==> src/rtl/sc_pkg.sv <==
`timescale 1ns/1ps
package sc_pkg;
  // Strobes and mode levels the control hands to the datapath each clock
  typedef struct packed {
    logic hLevel;
    logic hRise;
    logic hFall;
    logic vLevel;
    logic vRise;
    logic vFall;
    logic eqLevel;
    logic inhibitOn;
    logic vCorrOn;
    logic contOn;
  } scStrobes_t;
endpackage

==> src/rtl/sc_sync.sv <==
`timescale 1ns/1ps
module sc_sync #(
  parameter int STAGES = 2,
  parameter int W      = 1
) (
  input  logic         clk,
  input  logic         rstN,
  input  logic [W-1:0] d,
  output logic [W-1:0] q
);
  logic [STAGES-1:0][W-1:0] chain;

  always_ff @(posedge clk or negedge rstN) begin
    if (!rstN) begin
      chain <= '0;
    end else begin
      chain[0] <= d;
      for (int i = 1; i < STAGES; i++) chain[i] <= chain[i-1];
    end
  end

  assign q = chain[STAGES-1];
endmodule

==> src/rtl/sc_ctrl.sv <==
`timescale 1ns/1ps
module sc_ctrl
  import sc_pkg::*;
#(
  parameter int SYNC_STAGES = 2,
  parameter int LINE_W      = 8
) (
  input  logic              clk,
  input  logic              rstN,
  input  logic              hSyncIn,
  input  logic              vSyncIn,
  input  logic              eqDetectIn,
  input  logic              hInhibitEn,
  input  logic [LINE_W-1:0] vExtLines,
  input  logic              vCorrDisable,
  input  logic              eqFollowEn,
  input  logic              vContinuousEn,
  input  logic              freeRunOn,
  input  logic              hAcqOn,
  input  logic              vAcqOn,
  output scStrobes_t        st
);
  logic [2:0] syncQ;
  logic       hPrev, vPrev;
  logic       allowed;

  sc_sync #(.STAGES(SYNC_STAGES), .W(3)) u_sync (
    .clk (clk),
    .rstN(rstN),
    .d   ({hSyncIn, vSyncIn, eqDetectIn}),
    .q   (syncQ)
  );

  always_ff @(posedge clk or negedge rstN) begin
    if (!rstN) begin
      hPrev <= 1'b0;
      vPrev <= 1'b0;
    end else begin
      hPrev <= syncQ[2];
      vPrev <= syncQ[1];
    end
  end

  assign allowed = !(freeRunOn || hAcqOn || vAcqOn);

  always_comb begin
    st.hLevel    = syncQ[2];
    st.hRise     = syncQ[2] && !hPrev;
    st.hFall     = !syncQ[2] && hPrev;
    st.vLevel    = syncQ[1];
    st.vRise     = syncQ[1] && !vPrev;
    st.vFall     = !syncQ[1] && vPrev;
    st.eqLevel   = syncQ[0];
    st.inhibitOn = hInhibitEn && allowed;
    st.vCorrOn   = allowed && !vCorrDisable && (vExtLines != '0);
    st.contOn    = st.vCorrOn && eqFollowEn && vContinuousEn;
  end

  // a vertical edge strobe lasts a single clock
  a_r5_vfall_single: assert property (@(posedge clk) disable iff (!rstN)
    st.vFall |=> !st.vFall);
endmodule

==> src/rtl/sc_datapath.sv <==
`timescale 1ns/1ps
module sc_datapath
  import sc_pkg::*;
#(
  parameter int GATE_W          = 8,
  parameter int LINE_W          = 8,
  parameter int MIN_PULSE_TICKS = 8
) (
  input  logic              clk,
  input  logic              rstN,
  input  logic              tickEn,
  input  scStrobes_t        st,
  input  logic [GATE_W-1:0] hGateCount,
  input  logic [LINE_W-1:0] vExtLines,
  output logic              hSyncOut,
  output logic              vSyncOut
);
  localparam int TIMER_W = GATE_W + 1;
  localparam logic [TIMER_W-1:0] MIN_TICKS = TIMER_W'(MIN_PULSE_TICKS);

  // ---------------- horizontal inhibit ----------------
  logic [TIMER_W-1:0] timer, gatePlus, loadVal;
  logic               inhibitActive, hMask, suppress;

  assign gatePlus      = TIMER_W'(hGateCount) + TIMER_W'(1);
  assign loadVal       = (gatePlus > MIN_TICKS) ? gatePlus - MIN_TICKS : '0;
  assign inhibitActive = (timer != '0);
  assign suppress      = st.inhibitOn && (st.hRise ? inhibitActive : hMask);

  always_ff @(posedge clk or negedge rstN) begin
    if (!rstN)                    timer <= '0;
    else if (!st.inhibitOn)       timer <= '0;
    else if (st.hFall && !hMask)  timer <= loadVal;
    else if (tickEn && inhibitActive) timer <= timer - TIMER_W'(1);
  end

  always_ff @(posedge clk or negedge rstN) begin
    if (!rstN) begin
      hMask    <= 1'b0;
      hSyncOut <= 1'b0;
    end else begin
      hMask    <= st.hLevel && suppress;
      hSyncOut <= st.hLevel && !suppress;
    end
  end

  // ---------------- vertical extension ----------------
  logic [LINE_W-1:0] lineCnt, cntNext;
  logic [LINE_W:0]   lineInc;
  logic              extActive, extNext, eqSeen;

  assign lineInc = {1'b0, lineCnt} + (LINE_W+1)'(1);

  always_comb begin
    extNext = extActive;
    cntNext = lineCnt;
    if (!st.vCorrOn || st.vRise) begin
      extNext = 1'b0;
      cntNext = '0;
    end else if (st.vFall) begin
      extNext = eqSeen || st.eqLevel;
      cntNext = '0;
    end else if (extActive && st.hRise) begin
      cntNext = lineInc[LINE_W-1:0];
      extNext = (lineInc < {1'b0, vExtLines});
    end
  end

  always_ff @(posedge clk or negedge rstN) begin
    if (!rstN) begin
      extActive <= 1'b0;
      lineCnt   <= '0;
      eqSeen    <= 1'b0;
      vSyncOut  <= 1'b0;
    end else begin
      extActive <= extNext;
      lineCnt   <= cntNext;
      eqSeen    <= st.vRise ? st.eqLevel : (eqSeen || st.eqLevel);
      vSyncOut  <= st.vLevel || extNext || (st.contOn && st.eqLevel);
    end
  end

  // ---------------- assertions ----------------
  a_r1_window_opens: assert property (@(posedge clk) disable iff (!rstN)
    st.inhibitOn && st.hFall && !hMask && (loadVal != '0) |=> inhibitActive);

  a_r4_hold_without_tick: assert property (@(posedge clk) disable iff (!rstN)
    st.inhibitOn && !st.hFall && !tickEn |=> $stable(timer));

  a_r2_pass_when_off: assert property (@(posedge clk) disable iff (!rstN)
    !st.inhibitOn && st.hLevel |=> hSyncOut);

  a_r5_v_follows: assert property (@(posedge clk) disable iff (!rstN)
    st.vLevel |=> vSyncOut);

  a_r6_ext_holds: assert property (@(posedge clk) disable iff (!rstN)
    extActive && st.vCorrOn && !st.vRise && !st.vFall && !st.hRise |=> vSyncOut);

  a_r8_no_corr: assert property (@(posedge clk) disable iff (!rstN)
    !st.vCorrOn && !st.vLevel |=> !vSyncOut);
endmodule

==> src/rtl/sync_corrector.sv <==
`timescale 1ns/1ps
module sync_corrector
  import sc_pkg::*;
#(
  parameter int GATE_W          = 8,
  parameter int LINE_W          = 8,
  parameter int SYNC_STAGES     = 2,
  parameter int MIN_PULSE_TICKS = 8
) (
  input  logic              clk,
  input  logic              rstN,
  input  logic              tickEn,
  input  logic              hSyncIn,
  input  logic              vSyncIn,
  input  logic              eqDetectIn,
  input  logic              hInhibitEn,
  input  logic [GATE_W-1:0] hGateCount,
  input  logic [LINE_W-1:0] vExtLines,
  input  logic              vCorrDisable,
  input  logic              eqFollowEn,
  input  logic              vContinuousEn,
  input  logic              freeRunOn,
  input  logic              hAcqOn,
  input  logic              vAcqOn,
  output logic              hSyncOut,
  output logic              vSyncOut
);
  scStrobes_t st;

  sc_ctrl #(.SYNC_STAGES(SYNC_STAGES), .LINE_W(LINE_W)) u_ctrl (
    .clk          (clk),
    .rstN         (rstN),
    .hSyncIn      (hSyncIn),
    .vSyncIn      (vSyncIn),
    .eqDetectIn   (eqDetectIn),
    .hInhibitEn   (hInhibitEn),
    .vExtLines    (vExtLines),
    .vCorrDisable (vCorrDisable),
    .eqFollowEn   (eqFollowEn),
    .vContinuousEn(vContinuousEn),
    .freeRunOn    (freeRunOn),
    .hAcqOn       (hAcqOn),
    .vAcqOn       (vAcqOn),
    .st           (st)
  );

  sc_datapath #(
    .GATE_W(GATE_W), .LINE_W(LINE_W), .MIN_PULSE_TICKS(MIN_PULSE_TICKS)
  ) u_dp (
    .clk       (clk),
    .rstN      (rstN),
    .tickEn    (tickEn),
    .st        (st),
    .hGateCount(hGateCount),
    .vExtLines (vExtLines),
    .hSyncOut  (hSyncOut),
    .vSyncOut  (vSyncOut)
  );
endmodule

==> config.mk <==
export PLATFORM = sky130hd
export DESIGN_NAME = sync_corrector
export DESIGN_NICKNAME = d
export VERILOG_FILES = /design/src/rtl/sc_pkg.sv /design/src/rtl/sc_sync.sv /design/src/rtl/sc_ctrl.sv /design/src/rtl/sc_datapath.sv /design/src/rtl/sync_corrector.sv
export SDC_FILE = /design/constraint.sdc
export NUM_CORES = 1
export LEC_CHECK = 0
export ABC_CLOCK_PERIOD_IN_PS = 3300
export BUFFER_PORTS_ARGS = -buffer_cell sky130_fd_sc_hd__buf_2
export CORE_ASPECT_RATIO = 0.7
export CORE_MARGIN = 2
export CORE_UTILIZATION = 50
export CTS_CLUSTER_SIZE = 16
export DETAILED_ROUTE_END_ITERATION = 12
export PLACE_DENSITY = 0.82
export SYNTH_ARGS = -nofsm -noshare
export SYNTH_HDL_FRONTEND = slang
export SYNTH_SLANG_ARGS = --single-unit
export TNS_END_PERCENT = 30
==> constraint.sdc <==
create_clock -name clk -period 3.3 [get_ports clk]
set_input_delay 0.33 -clock clk [delete_from_list [all_inputs] [get_ports clk]]
set_output_delay 0.33 -clock clk [all_outputs]
set_load 0.05 [all_outputs]
Yosys cells after proc, flatten, opt, wreduce, memory -nomap -nowiden
Cells that the tools add are included.
{ "totals": {"out_inout_bits": 2, "elab_cells": 64, "reg_bits": 30, "in_bits": 29} }
{ "op_classes": {"n_reduce_logical": 34, "add_sub_neg": 4, "n_eq_ne": 1, "magnitude_cmp": 2, "n_mux": 12} }
{ "op_table": {"columns": ["operator", "count"], "rows": [
  ["$mux W9", 4],
  ["$mux W8", 3],
  ["$add A8 B1 Y9 const B", 2],
  ["$logic_and A1 B1 Y1", 16],
  ["$gt A9 B4 Y1 const B", 1],
  ["$logic_not A1 Y1", 9],
  ["$lt A9 B8 Y1", 1],
  ["$reduce_bool A9 Y1", 1],
  ["$sub A9 B1 Y9 const B", 1],
  ["$sub A9 B4 Y9 const B", 1],
  ["$reduce_bool A8 Y1", 1],
  ["$logic_or A1 B1 Y1", 6],
  ["$mux W1", 5],
  ["$ne A3 B3 Y1 const B", 1],
  ["$reduce_bool A3 Y1", 1]
]} }

Logic depth before layout (Yosys ltp)
{ "depth": {"depth_word": 10, "mapped_depth": 10, "ltp_nobuf": 10} }

By module
A second synthesis with hierarchy kept.
{ "hier_totals": {"hier_cells": 222, "hier_area_um2": 2042.0} }
{ "by_module_without_submodules": {"columns": ["mod", "seq_area_each_um2", "area_per_inst_um2", "cells_each", "n_inst"], "rows": [
  ["sc_datapath", 550.5, 1740.4, 199, 1],
  ["sc_sync", 150.1, 172.7, 9, 1],
  ["sc_ctrl", 50.0, 128.9, 14, 1]
]} }

Worst setup path before layout
No wires, ideal clock.
{ "synth_path": {"kind": "flip-flop to flip-flop", "startpoint": "register u_dp.lineCnt[2]", "endpoint": "register u_dp.vSyncOut", "required_time_ns": 3.177, "setup_slack_ns": 1.220, "period_less_slack_ns": 2.080, "n_path_buf": 0, "t_arrival_ns": 1.957, "path_stages_with_launch": 10, "setup_time_ns": 0.123, "path_cell_list": "dfrtp_1 -> nand3_1 -> or2_2 -> xnor2_1 -> ha_1 -> nand3_1 -> o21ai_0 -> a211oi_1 -> o311a_1 -> nand2b_1"} }
{ "synth_between": {"elab_chain_cells": 7} }
{ "synth_lines": {"columns": ["element", "line_no", "rtl"], "rows": [
  ["start, declared", "sc_datapath.sv:48", "logic [LINE_W-1:0] lineCnt, cntNext;"],
  ["start signal, assigned", "sc_datapath.sv:77", "lineCnt <= cntNext;"],
  ["$add A8 B1 Y9", "sc_datapath.sv:52", "assign lineInc = {1'b0, lineCnt} + (LINE_W+1)'(1);"],
  ["$lt A9 B8 Y1", "sc_datapath.sv:65", "extNext = (lineInc < {1'b0, vExtLines});"],
  ["$mux W1", "sc_datapath.sv:63", "end else if (extActive && st.hRise) begin"],
  ["$mux W1", "sc_datapath.sv:60", "end else if (st.vFall) begin"],
  ["$mux W1", "sc_datapath.sv:57", "if (!st.vCorrOn || st.vRise) begin"],
  ["net u_dp.extNext", "sc_datapath.sv:50", "logic extActive, extNext, eqSeen;"],
  ["$logic_or A1 B1 Y1 (2 in a row)", "sc_datapath.sv:79", "vSyncOut <= st.vLevel || extNext || (st.contOn && st.eqLevel);"],
  ["end signal, assigned", "sc_datapath.sv:79", null],
  ["end, declared", "sc_datapath.sv:16", "output logic vSyncOut"]
]} }
The timed path passes the listed nets, and every way through them passes these cells.
A chain may end at the register's enable or synchronous reset.

Worst setup path after layout
{ "layout_path": {"startpoint": "register u_dp.lineCnt[0]", "endpoint": "register u_dp.vSyncOut"} }
Same word-level chain as after synthesis.

==> results.cfg <==
[synthesis]
synthTopCellsByArea = dfrtp_1, ha_1, xnor2_1
ys_ff_latch = 30
synthCells = 206
yosysSeqAreaShare_pct = 39.4
ys_warn_count = 0
synth_top_area_cell = dfrtp_1
syn_area_um2 = 1910
avgSynthCellArea_um2 = 9.26
synth_ff_type = dfrtp_1
synth.distinct_cells = 40
async_reset_ff_share_pct = 100
post-synth-top-area-fraction_pct = 39.4
synth_nets = 247
synth-edff-count = 0

[global_routing]
grt_max_degree = 31
grt_first_pass_wirelength_mm = 6.18
grt_antenna_before_repair = 0
grt.total_usage_pct = 18.2
globalRouteOverflowTotal = 0
grt_pass1_vias = 1387

[place]
hpwl_mm = 2.73
dpl_cell_area_um2 = 2110
portBuffers = 30
gp_congestion = 0.754

[sta]
drv_slew = 0
max_freq_ghz = 0.437
slew_headroom_pct = 57.0
setup_tns_ns = 0
finalClockSkew_ns = 0.00769
fin_crit_ns = 2.29
hold_viol = 0
period_share_pct = 69.3
worst_pin_slew_ns = 0.645
rsz0062_at_grt = false
report.final.setup_viol = 0

[die]
core.rowCount = 18
die_h_um = 55.7
io-pin-count = 31
start_util_pct = 53.2
die_w_um = 77.8
dieArea_um2 = 4330
core_um2 = 3580

[worst_setup_path]
rr_startpoint = u_dp.lineCnt[0]
reg2regPathDepth = 10
cp-endpoint = u_dp.vSyncOut
crit_path_cell_trace = ha_1, nand3_1, xnor2_1, ha_1, a21o_1, a21oi_1, o21ai_0, a211oi_1, o311a_1, nand2b_1
end_kind = flop
path_depth = 10
crit_start = u_dp.lineCnt[0]
max_stage_delay_ns = 0.40
path_common_cell = ha_1
crit_buf_inv = 0
crit_path_top_delay_cell = dfrtp_1
critPathLaunchType = flop
required_ns = 3.53
critPathTopFamily = compound AO/OA/AOI/OAI gates
worstPathArrival_ns = 2.52
critPathKind = flop to flop
r2r_slack_ns = 1.01
r2r-end = u_dp.vSyncOut
cp_max_fo = 4

[run_status]
status = completed

[clocking]
tritoncts = yes
cts_hold_buf = 0
clock_latency_ns = 0.29
clock-sinks = 30
cts_setup_buffers = 0
numCtsBuffers = 5
cts_buffer_depth = 2
htreeDepth = 2
cts_resized = 0
cts.clk_slew.worst_paths_ns = 0.07
cts-root-buf = clkbuf_8

[final_layout]
final_cell_mix = buf_2, dfrtp_1, nor2_1
multiInputGateArea_um2 = 1100
design_area_um2 = 2200
fill_cells = 314
final_net_count = 281
area.sequential_um2 = 751
area_growth_pct = 15.6
drive_gt1_share_pct = 19.5
antennaDiodeCount = 0

[hold_path]
hold_class = input port to asynchronous set/reset pin

[route]
drt_wl_total_mm = 3.56
drtIter0Drc = 61
drc = 0
wl_per_cell_um = 12.2
first_pass_iters = 4
postRouteAntennaNets = 0
vias = 1530
vias_per_cell = 5.26

[pwr]
vdd_ir_drop_max_mv = 0.153
p_leak_uw = 0.00101
power_density_nw_per_um2 = 360

[run]
drv_cap = 0
==> cell usage after synthesis (2+ instances only) <==
cell	count
a211oi_1	2
a21o_1	3
a21oi_1	8
a31oi_1	3
and2_1	2
and3_1	3
clkbuf_1	3
dfrtp_1	30
ha_1	12
inv_1	11
mux2i_1	2
nand2_1	12
nand2b_1	6
nand3_1	12
nor2_1	25
nor2b_1	2
nor3_1	10
nor4_1	2
o21ai_0	4
o22ai_1	6
or4_2	2
xnor2_1	17
xor2_1	12
==> state kept, by name (all words and copies together) (netlist names) <==
register             count
u_ctrl.u_sync.q          3
u_dp.vSyncOut            1
u_dp.extActive           1
u_dp.eqSeen              1
u_dp.lineCnt             8
u_dp.timer               9
u_dp.hSyncOut            1
u_ctrl.vPrev             1
u_dp.hMask               1
u_ctrl.u_sync.chain      3
u_ctrl.hPrev             1
==> per-layer routing <==
metal | part of all wire [%] | GRT usage [%] | wire length, um
met5 | 0 | 0 | 0
met4 | 1.0 | 8.42 | 36
met3 | 4.8 | 4.06 | 172
met2 | 41 | 25.9 | 1440
met1 | 54 | 26.4 | 1910
==> logic make-up after synthesis <==
family / after synthesis / share of synthesized area, %
AO/OA/AOI/OAI: 37 / 13.7
flip-flops: 30 / 39.4
buffers and inverters: 14 / 2.76
multiplexers: 3 / 1.84
XOR/XNOR: 29 / 13.3
adder cells (fa/ha/maj): 12 / 7.87
AND/OR/NAND/NOR: 81 / 21.1
==> cell type report <==
class	count	share of cell area, %
multi-input combinational	162	50.1
clock buffer	6	3.75
timing repair buffer	30	6.81
inverter	11	1.87
sequential	30	34.1
tap	50	2.84
clock inverter	2	0.568
==> through the flow <==
stage                     instances  util, %  setup WS [ns]  total power (uW)  hold slack, ns
after floorplan                 206        -           1.22               447          0.0344
after global placement          283     58.9           1.02               488           0.335
after detailed placement        283     58.9          0.974               489           0.336
after CTS                       291     61.5           1.01               802          0.0815
after global routing            291     61.5          0.778               832           0.106
final                           291     61.5           1.01               794          0.0598
==> power breakdown <==
part	switching [uW]	internal (uW)
combinational	58.2	42.6
clock	144	167
sequential	6.14	376
total	208	586
==> worst min-delay path by stage <==
stage                           startpoint            endpoint  slack (ns)  cells after the start
floorplan                             rstN        u_ctrl.hPrev        0.03                      0
global placement    u_ctrl.u_sync.chain[0]  u_ctrl.u_sync.q[0]        0.33                      0
detailed placement  u_ctrl.u_sync.chain[1]  u_ctrl.u_sync.q[1]        0.34                      0
CTS                                   rstN      u_dp.extActive        0.08                      1
global route                          rstN       u_dp.timer[0]        0.11                      1
finish                                rstN      u_dp.extActive        0.06                      1
==> worst reg2reg max path, cell delays in order, from the launching register on <==
cell and delay (ns):
dfrtp_1 0.40, ha_1 0.22, nand3_1 0.16, xnor2_1 0.22, ha_1 0.28, a21o_1 0.19, a21oi_1 0.13, o21ai_0 0.10
a211oi_1 0.25, o311a_1 0.19, nand2b_1 0.10
No activity file was read; power rests on OpenSTA's default activity.
